--- src/rtl/tcard_pkg.sv ---
package tcard_pkg;

  typedef enum logic [2:0] {
    ST_RESET    = 3'd0,
    ST_HOLDOVER = 3'd1,
    ST_CAPTURE  = 3'd2,
    ST_NORMAL   = 3'd3,
    ST_FREERUN  = 3'd4
  } tcard_state_e;

  // strobes from the control FSM to the datapath
  typedef struct packed {
    logic capture;     // state is capture: load offset
    logic inNormal;    // state is normal: qualify lock
    logic inHoldover;  // state is holdover: run lock hold timer
    logic lockKill;    // next state is reset or free-run
  } ctl_strobe_t;

endpackage

--- src/rtl/tcard_sync.sv ---
module tcard_sync #(
  parameter int W      = 1,
  parameter int STAGES = 2
) (
  input  logic         clk,
  input  logic         rstN,
  input  logic [W-1:0] asyncIn,
  output logic [W-1:0] syncOut
);

  logic [W-1:0] stageQ [STAGES];

  generate
    for (genvar s = 0; s < STAGES; s++) begin : g_stage
      if (s == 0) begin : g_first
        always_ff @(posedge clk) begin
          if (!rstN) stageQ[s] <= '0;
          else       stageQ[s] <= asyncIn;
        end
      end else begin : g_next
        always_ff @(posedge clk) begin
          if (!rstN) stageQ[s] <= '0;
          else       stageQ[s] <= stageQ[s-1];
        end
      end
    end
  endgenerate

  assign syncOut = stageQ[STAGES-1];

endmodule

--- src/rtl/tcard_ctrl.sv ---
module tcard_ctrl
  import tcard_pkg::*;
#(
  parameter int RESET_MS = 3
) (
  input  logic         clk,
  input  logic         rstN,
  input  logic         tick,
  input  logic         modeSync,
  input  logic         selSync,
  input  logic         refDis,
  output tcard_state_e stateQ,
  output ctl_strobe_t  ctl
);

  localparam int RCW = (RESET_MS > 1) ? $clog2(RESET_MS) : 1;
  localparam logic [RCW-1:0] RST_LAST = RCW'(RESET_MS - 1);

  tcard_state_e   nextState;
  logic [RCW-1:0] rstCnt;
  logic           selPrev;
  logic           selChg;
  logic           chgPend;
  logic           takeCapture;

  // reset dwell counter
  always_ff @(posedge clk) begin
    if (!rstN)                    rstCnt <= '0;
    else if (stateQ != ST_RESET)  rstCnt <= '0;
    else if (tick)                rstCnt <= rstCnt + 1'b1;
  end

  // next-state logic
  always_comb begin
    nextState = stateQ;
    if (stateQ == ST_RESET) begin
      if (tick && rstCnt == RST_LAST)
        nextState = modeSync ? ST_FREERUN : ST_HOLDOVER;
    end else if (modeSync) begin
      nextState = ST_FREERUN;
    end else begin
      unique case (stateQ)
        ST_FREERUN:  nextState = ST_HOLDOVER;
        ST_HOLDOVER: if (!refDis) nextState = ST_CAPTURE;
        ST_CAPTURE:  nextState = (refDis || chgPend) ? ST_HOLDOVER : ST_NORMAL;
        ST_NORMAL:   if (refDis || chgPend) nextState = ST_HOLDOVER;
        default:     nextState = ST_HOLDOVER;
      endcase
    end
  end

  always_ff @(posedge clk) begin
    if (!rstN) stateQ <= ST_RESET;
    else       stateQ <= nextState;
  end

  // reference-select change detection and pending latch
  assign selChg      = selSync ^ selPrev;
  assign takeCapture = (stateQ == ST_HOLDOVER) && (nextState == ST_CAPTURE);

  always_ff @(posedge clk) begin
    if (!rstN) begin
      selPrev <= 1'b0;
      chgPend <= 1'b0;
    end else begin
      selPrev <= selSync;
      if (selChg)           chgPend <= 1'b1;
      else if (takeCapture) chgPend <= 1'b0;
    end
  end

  // strobes to the datapath
  always_comb begin
    ctl.capture    = (stateQ == ST_CAPTURE);
    ctl.inNormal   = (stateQ == ST_NORMAL);
    ctl.inHoldover = (stateQ == ST_HOLDOVER);
    ctl.lockKill   = (nextState == ST_FREERUN) || (nextState == ST_RESET);
  end

  AST_RESET_EXIT: assert property (@(posedge clk) disable iff (!rstN)
    stateQ == ST_RESET |=> stateQ inside {ST_RESET, ST_HOLDOVER, ST_FREERUN});
  AST_FREERUN_FORCE: assert property (@(posedge clk) disable iff (!rstN)
    (modeSync && stateQ != ST_RESET) |=> stateQ == ST_FREERUN);
  AST_NORMAL_DROP: assert property (@(posedge clk) disable iff (!rstN)
    (stateQ == ST_NORMAL && !modeSync && (refDis || chgPend)) |=> stateQ == ST_HOLDOVER);
  AST_CHANGE_LATCH: assert property (@(posedge clk) disable iff (!rstN)
    selChg |=> chgPend);
  AST_CAPTURE_SINGLE: assert property (@(posedge clk) disable iff (!rstN)
    stateQ == ST_CAPTURE |=> stateQ != ST_CAPTURE);
  AST_CAPTURE_ENTRY: assert property (@(posedge clk) disable iff (!rstN)
    $rose(stateQ == ST_CAPTURE) |-> $past(stateQ) == ST_HOLDOVER);

endmodule

--- src/rtl/tcard_dpath.sv ---
module tcard_dpath
  import tcard_pkg::*;
#(
  parameter int PHASE_W      = 16,
  parameter int LOCK_QUAL_MS = 1000,
  parameter int LOCK_HOLD_MS = 100
) (
  input  logic               clk,
  input  logic               rstN,
  input  logic               tick,
  input  logic               phaseOk,
  input  logic               clrN,
  input  logic [PHASE_W-1:0] phaseIn,
  input  ctl_strobe_t        ctl,
  output logic [PHASE_W-1:0] heldOffset,
  output logic               lock
);

  localparam int QCW = $clog2(LOCK_QUAL_MS + 1);
  localparam int HCW = $clog2(LOCK_HOLD_MS + 1);
  localparam logic [QCW-1:0] QUAL_LAST = QCW'(LOCK_QUAL_MS - 1);
  localparam logic [QCW-1:0] QUAL_FULL = QCW'(LOCK_QUAL_MS);
  localparam logic [HCW-1:0] HOLD_LAST = HCW'(LOCK_HOLD_MS - 1);
  localparam logic [HCW-1:0] HOLD_FULL = HCW'(LOCK_HOLD_MS);

  logic [QCW-1:0] qualCnt;
  logic [HCW-1:0] holdCnt;
  logic           lockQ;

  // virtual reference offset register
  always_ff @(posedge clk) begin
    if (!rstN)            heldOffset <= '0;
    else if (!clrN)       heldOffset <= '0;
    else if (ctl.capture) heldOffset <= phaseIn;
  end

  // lock qualification and holdover hold timer
  always_ff @(posedge clk) begin
    if (!rstN || ctl.lockKill) begin
      lockQ   <= 1'b0;
      qualCnt <= '0;
      holdCnt <= '0;
    end else if (ctl.inHoldover) begin
      if (tick && holdCnt != HOLD_FULL) begin
        holdCnt <= holdCnt + 1'b1;
        if (holdCnt == HOLD_LAST) begin
          lockQ   <= 1'b0;
          qualCnt <= '0;
        end
      end
    end else begin
      holdCnt <= '0;
      if (ctl.inNormal) begin
        if (!phaseOk) begin
          lockQ   <= 1'b0;
          qualCnt <= '0;
        end else if (tick && !lockQ) begin
          if (qualCnt == QUAL_LAST) begin
            lockQ   <= 1'b1;
            qualCnt <= QUAL_FULL;
          end else begin
            qualCnt <= qualCnt + 1'b1;
          end
        end
      end
    end
  end

  assign lock = lockQ;

  AST_CLEAR_ZERO: assert property (@(posedge clk) disable iff (!rstN)
    !clrN |=> heldOffset == '0);
  AST_OFFSET_HOLD: assert property (@(posedge clk) disable iff (!rstN)
    (clrN && !ctl.capture) |=> $stable(heldOffset));
  AST_LOCK_KILL: assert property (@(posedge clk) disable iff (!rstN)
    ctl.lockKill |=> !lock);
  AST_LOCK_RISE: assert property (@(posedge clk) disable iff (!rstN)
    $rose(lock) |-> $past(ctl.inNormal && phaseOk));
  AST_WINDOW_LOSS: assert property (@(posedge clk) disable iff (!rstN)
    (ctl.inNormal && !phaseOk) |=> !lock);

endmodule

--- src/rtl/tcard_mode_ctrl.sv ---
module tcard_mode_ctrl
  import tcard_pkg::*;
#(
  parameter int PHASE_W      = 16,
  parameter int RESET_MS     = 3,
  parameter int LOCK_QUAL_MS = 1000,
  parameter int LOCK_HOLD_MS = 100,
  parameter int SYNC_STAGES  = 2
) (
  input  logic               clk,
  input  logic               rstN,
  input  logic               tick,
  input  logic               modeSel,
  input  logic               refSelPin,
  input  logic               refDis,
  input  logic               phaseOk,
  input  logic               clrN,
  input  logic [PHASE_W-1:0] phaseIn,
  output logic [2:0]         stateOut,
  output logic               outEn,
  output logic               holdCmd,
  output logic               captureStb,
  output logic [PHASE_W-1:0] heldOffset,
  output logic               lock
);

  logic [1:0]   pinSync;
  tcard_state_e stateQ;
  ctl_strobe_t  ctl;

  tcard_sync #(.W(2), .STAGES(SYNC_STAGES)) u_sync (
    .clk     (clk),
    .rstN    (rstN),
    .asyncIn ({modeSel, refSelPin}),
    .syncOut (pinSync)
  );

  tcard_ctrl #(.RESET_MS(RESET_MS)) u_ctrl (
    .clk      (clk),
    .rstN     (rstN),
    .tick     (tick),
    .modeSync (pinSync[1]),
    .selSync  (pinSync[0]),
    .refDis   (refDis),
    .stateQ   (stateQ),
    .ctl      (ctl)
  );

  tcard_dpath #(
    .PHASE_W      (PHASE_W),
    .LOCK_QUAL_MS (LOCK_QUAL_MS),
    .LOCK_HOLD_MS (LOCK_HOLD_MS)
  ) u_dpath (
    .clk        (clk),
    .rstN       (rstN),
    .tick       (tick),
    .phaseOk    (phaseOk),
    .clrN       (clrN),
    .phaseIn    (phaseIn),
    .ctl        (ctl),
    .heldOffset (heldOffset),
    .lock       (lock)
  );

  assign stateOut   = stateQ;
  assign outEn      = (stateQ != ST_RESET);
  assign holdCmd    = ctl.inHoldover;
  assign captureStb = ctl.capture;

  AST_DARK_NO_LOCK: assert property (@(posedge clk) disable iff (!rstN)
    !outEn |-> !lock);
  AST_HOLD_CMD: assert property (@(posedge clk) disable iff (!rstN)
    holdCmd |-> (outEn && !captureStb));

endmodule

--- config.mk ---
export PLATFORM = sky130hd
export DESIGN_NAME = tcard_mode_ctrl
export DESIGN_NICKNAME = d
export VERILOG_FILES = /design/src/rtl/tcard_pkg.sv /design/src/rtl/tcard_sync.sv /design/src/rtl/tcard_ctrl.sv /design/src/rtl/tcard_dpath.sv /design/src/rtl/tcard_mode_ctrl.sv
export SDC_FILE = /design/constraint.sdc
export NUM_CORES = 1
export LEC_CHECK = 0
export CAP_MARGIN = 5
export CORE_ASPECT_RATIO = 0.8
export CORE_MARGIN = 4
export CORE_UTILIZATION = 53
export CTS_BUF_LIST = sky130_fd_sc_hd__clkbuf_16
export CTS_CLUSTER_SIZE = 40
export DETAILED_ROUTE_END_ITERATION = 6
export PLACE_DENSITY = 0.81
export SETUP_SLACK_MARGIN = 0.3
export SLEW_MARGIN = 30
export SYNTH_ARGS = -nofsm -noshare
export SYNTH_HDL_FRONTEND = slang
export SYNTH_HIERARCHICAL = 1
export SYNTH_SLANG_ARGS = --single-unit
export TNS_END_PERCENT = 10
--- constraint.sdc ---
create_clock -name clk -period 5.15 [get_ports clk]
set_clock_uncertainty 0.15 [all_clocks]
set_input_delay 1.03 -clock clk [delete_from_list [all_inputs] [get_ports clk]]
set_output_delay 1.03 -clock clk [all_outputs]
set_load 0.03 [all_outputs]
Yosys cells after proc, flatten, opt, wreduce, memory -nomap -nowiden:

Memory sizes are Yosys's and may differ from the RTL's.
Cells that the tools add are included.

* register bits after elaboration: 41
* memory bits (writable): 4
* bits of input ports: 24
* output and inout bits: 23
* word-level logic and storage cells: 77
* memories: 1

* add/subtract/negate cells: 3
* eq/ne operators: 13
* multiplexer cells: 28
* bitwise gates (word level): 5
* reduce and logical (&&, ||, !) cells: 19

Memory list
* u_sync.stageQ: words 2, width 2, read ports 2, clocked after Yosys merged registers in 0, write ports 2, line tcard_sync.sv:11 `logic [W-1:0] stageQ [STAGES];`

Operator list (number)
* $mux 10: 7
* $mux 3: 6
* $mux 1: 11
* $add 10x1->10 const B: 1
* $eq 10x10->1 const B: 1
* $eq 3x2->1 const B: 3
* $pmux 3 s3: 1
* $add 7x1->7 const B: 1
* $eq 7x7->1 const B: 1
* $ne 7x7->1 const B: 1
* $logic_not 3->1: 2
* $mux 2: 3
* $ne 3x1->1 const B: 2
* $reduce_and 5->1: 1
* $logic_and 1x1->1: 4
* $ne 2x1->1 const B: 2
* $reduce_and 4->1: 1
* $reduce_bool 2->1: 2
* $reduce_or 2->1: 2
* $eq 3x1->1 const B: 1
* $eq 3x3->1 const B: 1
* $logic_or 1x1->1: 3
* $reduce_bool 3->1: 1
* $add 2x1->2 const B: 1
* 6 further kinds: 9

Logic depth before layout (Yosys ltp):

* word-level depth: 9
* depth in mapped cells: 8

By module:

The synthesis kept the hierarchy.

Modules (own cells, without submodules)
* tcard_dpath: times used 1, cells an instance 171, area each 1535.2 um^2, sequential area each 680.7 um^2
* tcard_ctrl: times used 1, cells an instance 33, area each 337.8 um^2, sequential area each 140.1 um^2
* tcard_sync: times used 1, cells an instance 8, area each 105.1 um^2, sequential area each 80.1 um^2
* tcard_mode_ctrl: times used 1, cells an instance 1, area each 6.3 um^2, sequential area each 0.0 um^2

Least setup slack after synthesis:

No wires, ideal clock.

* kind: register to register
* start: register u_ctrl.stateQ[1]
* end: register u_dpath.heldOffset[10]
* library setup time: 0.128 ns
* data arrival time: 2.366 ns
* required time: 4.872 ns
* slack: 2.506 ns
* stages on the path, launching flop included: 6
* path buffers: 2
* cells stage by stage: dfxtp_1 nor3b_1 clkbuf_1 buf_2 mux2i_1 nor2_1

* cells in the longest elaborated chain, start to end: 1

Ends and longest elaborated chain
* start, declared: line tcard_ctrl.sv:12 `output tcard_state_e stateQ,`
* start signal, assigned: line tcard_ctrl.sv:54 `else stateQ <= nextState;`
* $eq 3x2->1: line tcard_ctrl.sv:74 `ctl.capture = (stateQ == ST_CAPTURE);`
* via captureStb: line tcard_mode_ctrl.sv:22 `output logic captureStb,`
* end signal, assigned: line tcard_dpath.sv:34 `else if (ctl.capture) heldOffset <= phaseIn;`
* end, declared: line tcard_dpath.sv:15 `output logic [PHASE_W-1:0] heldOffset,`

The timed path passes the listed nets, and every way through them passes these cells.
A chain may end at the register's enable or synchronous reset.

Worst setup path in the final report:

* start: register u_ctrl.stateQ[1]
* end: output port captureStb

* cells in the longest elaborated chain, start to end: 1

Ends and longest elaborated chain (line)
* $eq 3x2->1: tcard_ctrl.sv:74
* end, declared: tcard_mode_ctrl.sv:22

Every way passes these cells.

==> flow_summary.ini <==
[die]
die_w_um = 76.4
core.rowCount = 19
initial_core_util_pct = 56.4
dieHeight_um = 62.7
core-area_sq_um = 3520
num_io_pins = 47
total_die_area_sq_um = 4790

[synthesis]
synth_enable_flop_cells = 0
synth_compound_gate_area_share_pct = 15.4
synth_top_area_cell = dfxtp_1
gate_count_of_the_mapped_netlist = 213
synth_sequential_area_ratio_pct = 45.4
synth.top_cells.by_area = dfxtp_1 45%, mux2i_1 8.1%, nor2_1 6.4%
netlist-cell-type-count = 48
synth_fa_ha_area_share_pct = 2.52
post-synth-top-count-cell = dfxtp_1
syn-mean-instance-area_sq_um = 9.32
mappedNetlistNets = 241
post_synth_instance_area_sq_um = 1980
synth_simple_gate_area_share_pct = 23.2
synth.cells.most_frequent = 45 x dfxtp_1, 34 x nor2_1, 18 x a21oi_1, 16 x mux2i_1, 13 x nand2_1
netlist.area_leader.share_pct = 45.4
synth.ff_latch_count = 45
dominant_combinational_cell_family_by_area_after_synthesis = simple AND/OR/NAND/NOR gates
yosys_most_used_dff = dfxtp_1
ys_warn_count = 6
muxShareOfSynthArea_pct = 8.07
synth_async_sr_flop_share_pct = 0
xor_xnor_fraction_of_synth_area_pct = 2.65

[sta]
slew_viol_final = 0
unrepaired_setup_endpoints_after_global_routing = false
max_slew_margin_pct = 38.8
max_slew.worst_pin.slew_ns = 0.918
finalCriticalPeriod_ns = 3.17
period_share_pct = 61.5
setup_slack_ns = 1.98
clock.fmax_ghz = 0.316
hold_violations = 0
timing.hold.ws_ns = 0.278
report.final.setup_viol = 0
setup_tns_ns = 0

[final_layout]
antenna_cells = 0
net_count_reported_at_finish = 289
syn2layout_area_growth_pct = 32.2
finish.instance_area_sq_um = 2620
drive_gt1_share_pct = 9.16

[routing]
routed_via_density = 5.48
number_of_vias_after_detailed_routing = 1667
detail_route.drc_violations = 0
final_antenna_net_count = 0
initialDrtViolationCount = 110
route.detailed.wl_per_inst_um = 14.1
detail_route.first_pass.iterations = 4
wirelength_um = 4290

[place]
dpl_worst_slack_ns = 1.88
placed_instance_area_sq_um = 2480
gpl.final_weighted_congestion = 0.899
dp.final_hpwl_um = 3090
portBuffers = 46

[critical_path]
worstPathRequired_ns = 3.97
crit_path_start = u_ctrl/stateQ[1]
worstSetupEndpointType = output port
critical_path.startpoint_type = flip-flop
timing.critical_path.fanout_max = 17
regToRegStartpoint = u_ctrl/stateQ[0]
worstSetupPathType = reg2out
worstPathArrival_ns = 1.99

[global_route]
grt_use_total_pct = 18.9
antenna_found_initial = 0
first_pass_grt_wire_length_um = 7470
grt_max_degree = 18
global_route.overflow_total = 0
first_global_vias = 1660

[clocking]
cts_hold_repair.buffers = 0
cts_post_setup_buffers_inserted = 0
cts.repair.resized = 0
worst_skew_pair.late_latency_ns = 0.28
cts_max_path_buffers = 2
clkSlewWorstSetupHoldPaths_ns = 0.06
cts.htree.levels = 2
clock_tree_from_tritoncts = yes
cts.sink_count = 45
numCtsBuffers = 5
cts-root-buf = clkbuf_16

[pwr]
vdd_ir_drop_max_mv = 0.233
power_per_cell_area_nw_per_um2 = 280
p_total_w = 0.000734
leak_pwr_nw = 0.858

[job]
total_of_max_cap_violations = 0

[hold_path]
worstHoldPathType = reg2reg
worst_hold_path_startpoint = u_sync/stageQ[0][0]

[status]
outcome = complete, no violations
## flip-flops by register name, summed over array words and instances, names as in the netlist
name / flops
u_dpath/lock: 1
u_ctrl/stateQ: 3
u_ctrl/rstCnt: 2
u_ctrl/selPrev: 1
u_dpath/qualCnt: 10
u_sync/stageQ: 4
u_dpath/heldOffset: 16
u_ctrl/chgPend: 1
u_dpath/holdCnt: 7
## kinds of logic after synthesis
family,Yosys count
multiplexers,16
XOR/XNOR,6
flip-flops,45
AND/OR/NAND/NOR,86
AO/OA/AOI/OAI,43
adder cells (fa/ha/maj),4
buffers and inverters,13
## worst max-delay path, stage by stage (launching register included)
cell and delay, ns:
dfxtp_1 0.45, nor3b_2 0.21, buf_4 0.31, clkdlybuf4s50_1 0.74
## report_power, final
part,total (W),internal [W],switching (W)
combinational,0.0000740,0.0000380,0.0000360
sequential,0.000359,0.000354,0.00000479
clock,0.000301,0.000178,0.000123
total,0.000734,0.000570,0.000164
## final cells by class
cell class | instances | area, sq um
clock buffer | 5 | 125
clock inverter | 3 | 17.5
fill | 252 | 895
inverter | 7 | 26.3
multi-input combinational | 155 | 1030
sequential | 45 | 901
tap | 42 | 52.6
timing repair buffer | 47 | 468
## routing by layer
layer	routed length (um)	vias up	track usage (%)
met1	1960	769	23.5
met4	40	0	4.75
met5	0	-	0
met2	1930	46	30.0
met3	356	5	8.36
li1	-	847	-
## through the flow
stage / utilization, % / std cells
floorplan: - / 213
global placement: 70.5 / 296
detailed placement: 70.5 / 296
CTS: 74.6 / 304
global route: 74.6 / 304
finish: 74.6 / 304
## placed cells by master (no fill, tap or decap), drive strengths merged, types with 3 or more instances in the layout
master,count
nand3,4
xnor2,5
inv,7
clkdlybuf4s50,46
a211oi,4
a21oi,19
nor2,34
nand2b,4
dfxtp,45
or4,3
o21ai,9
clkinv,3
clkbuf,5
nand4,4
nor3,5
mux2i,16
nand2,14
and2,6
ha,4
## final timing paths
check                         to  slack [ns]  depth (start not counted)
max                   captureStb        1.98                          3
min          u_sync/stageQ[1][0]        0.28                          1
max reg2reg   u_dpath/qualCnt[4]        2.71                          7
min reg2reg  u_sync/stageQ[1][0]        0.28                          1
No activity file was read; power rests on OpenSTA's default activity.
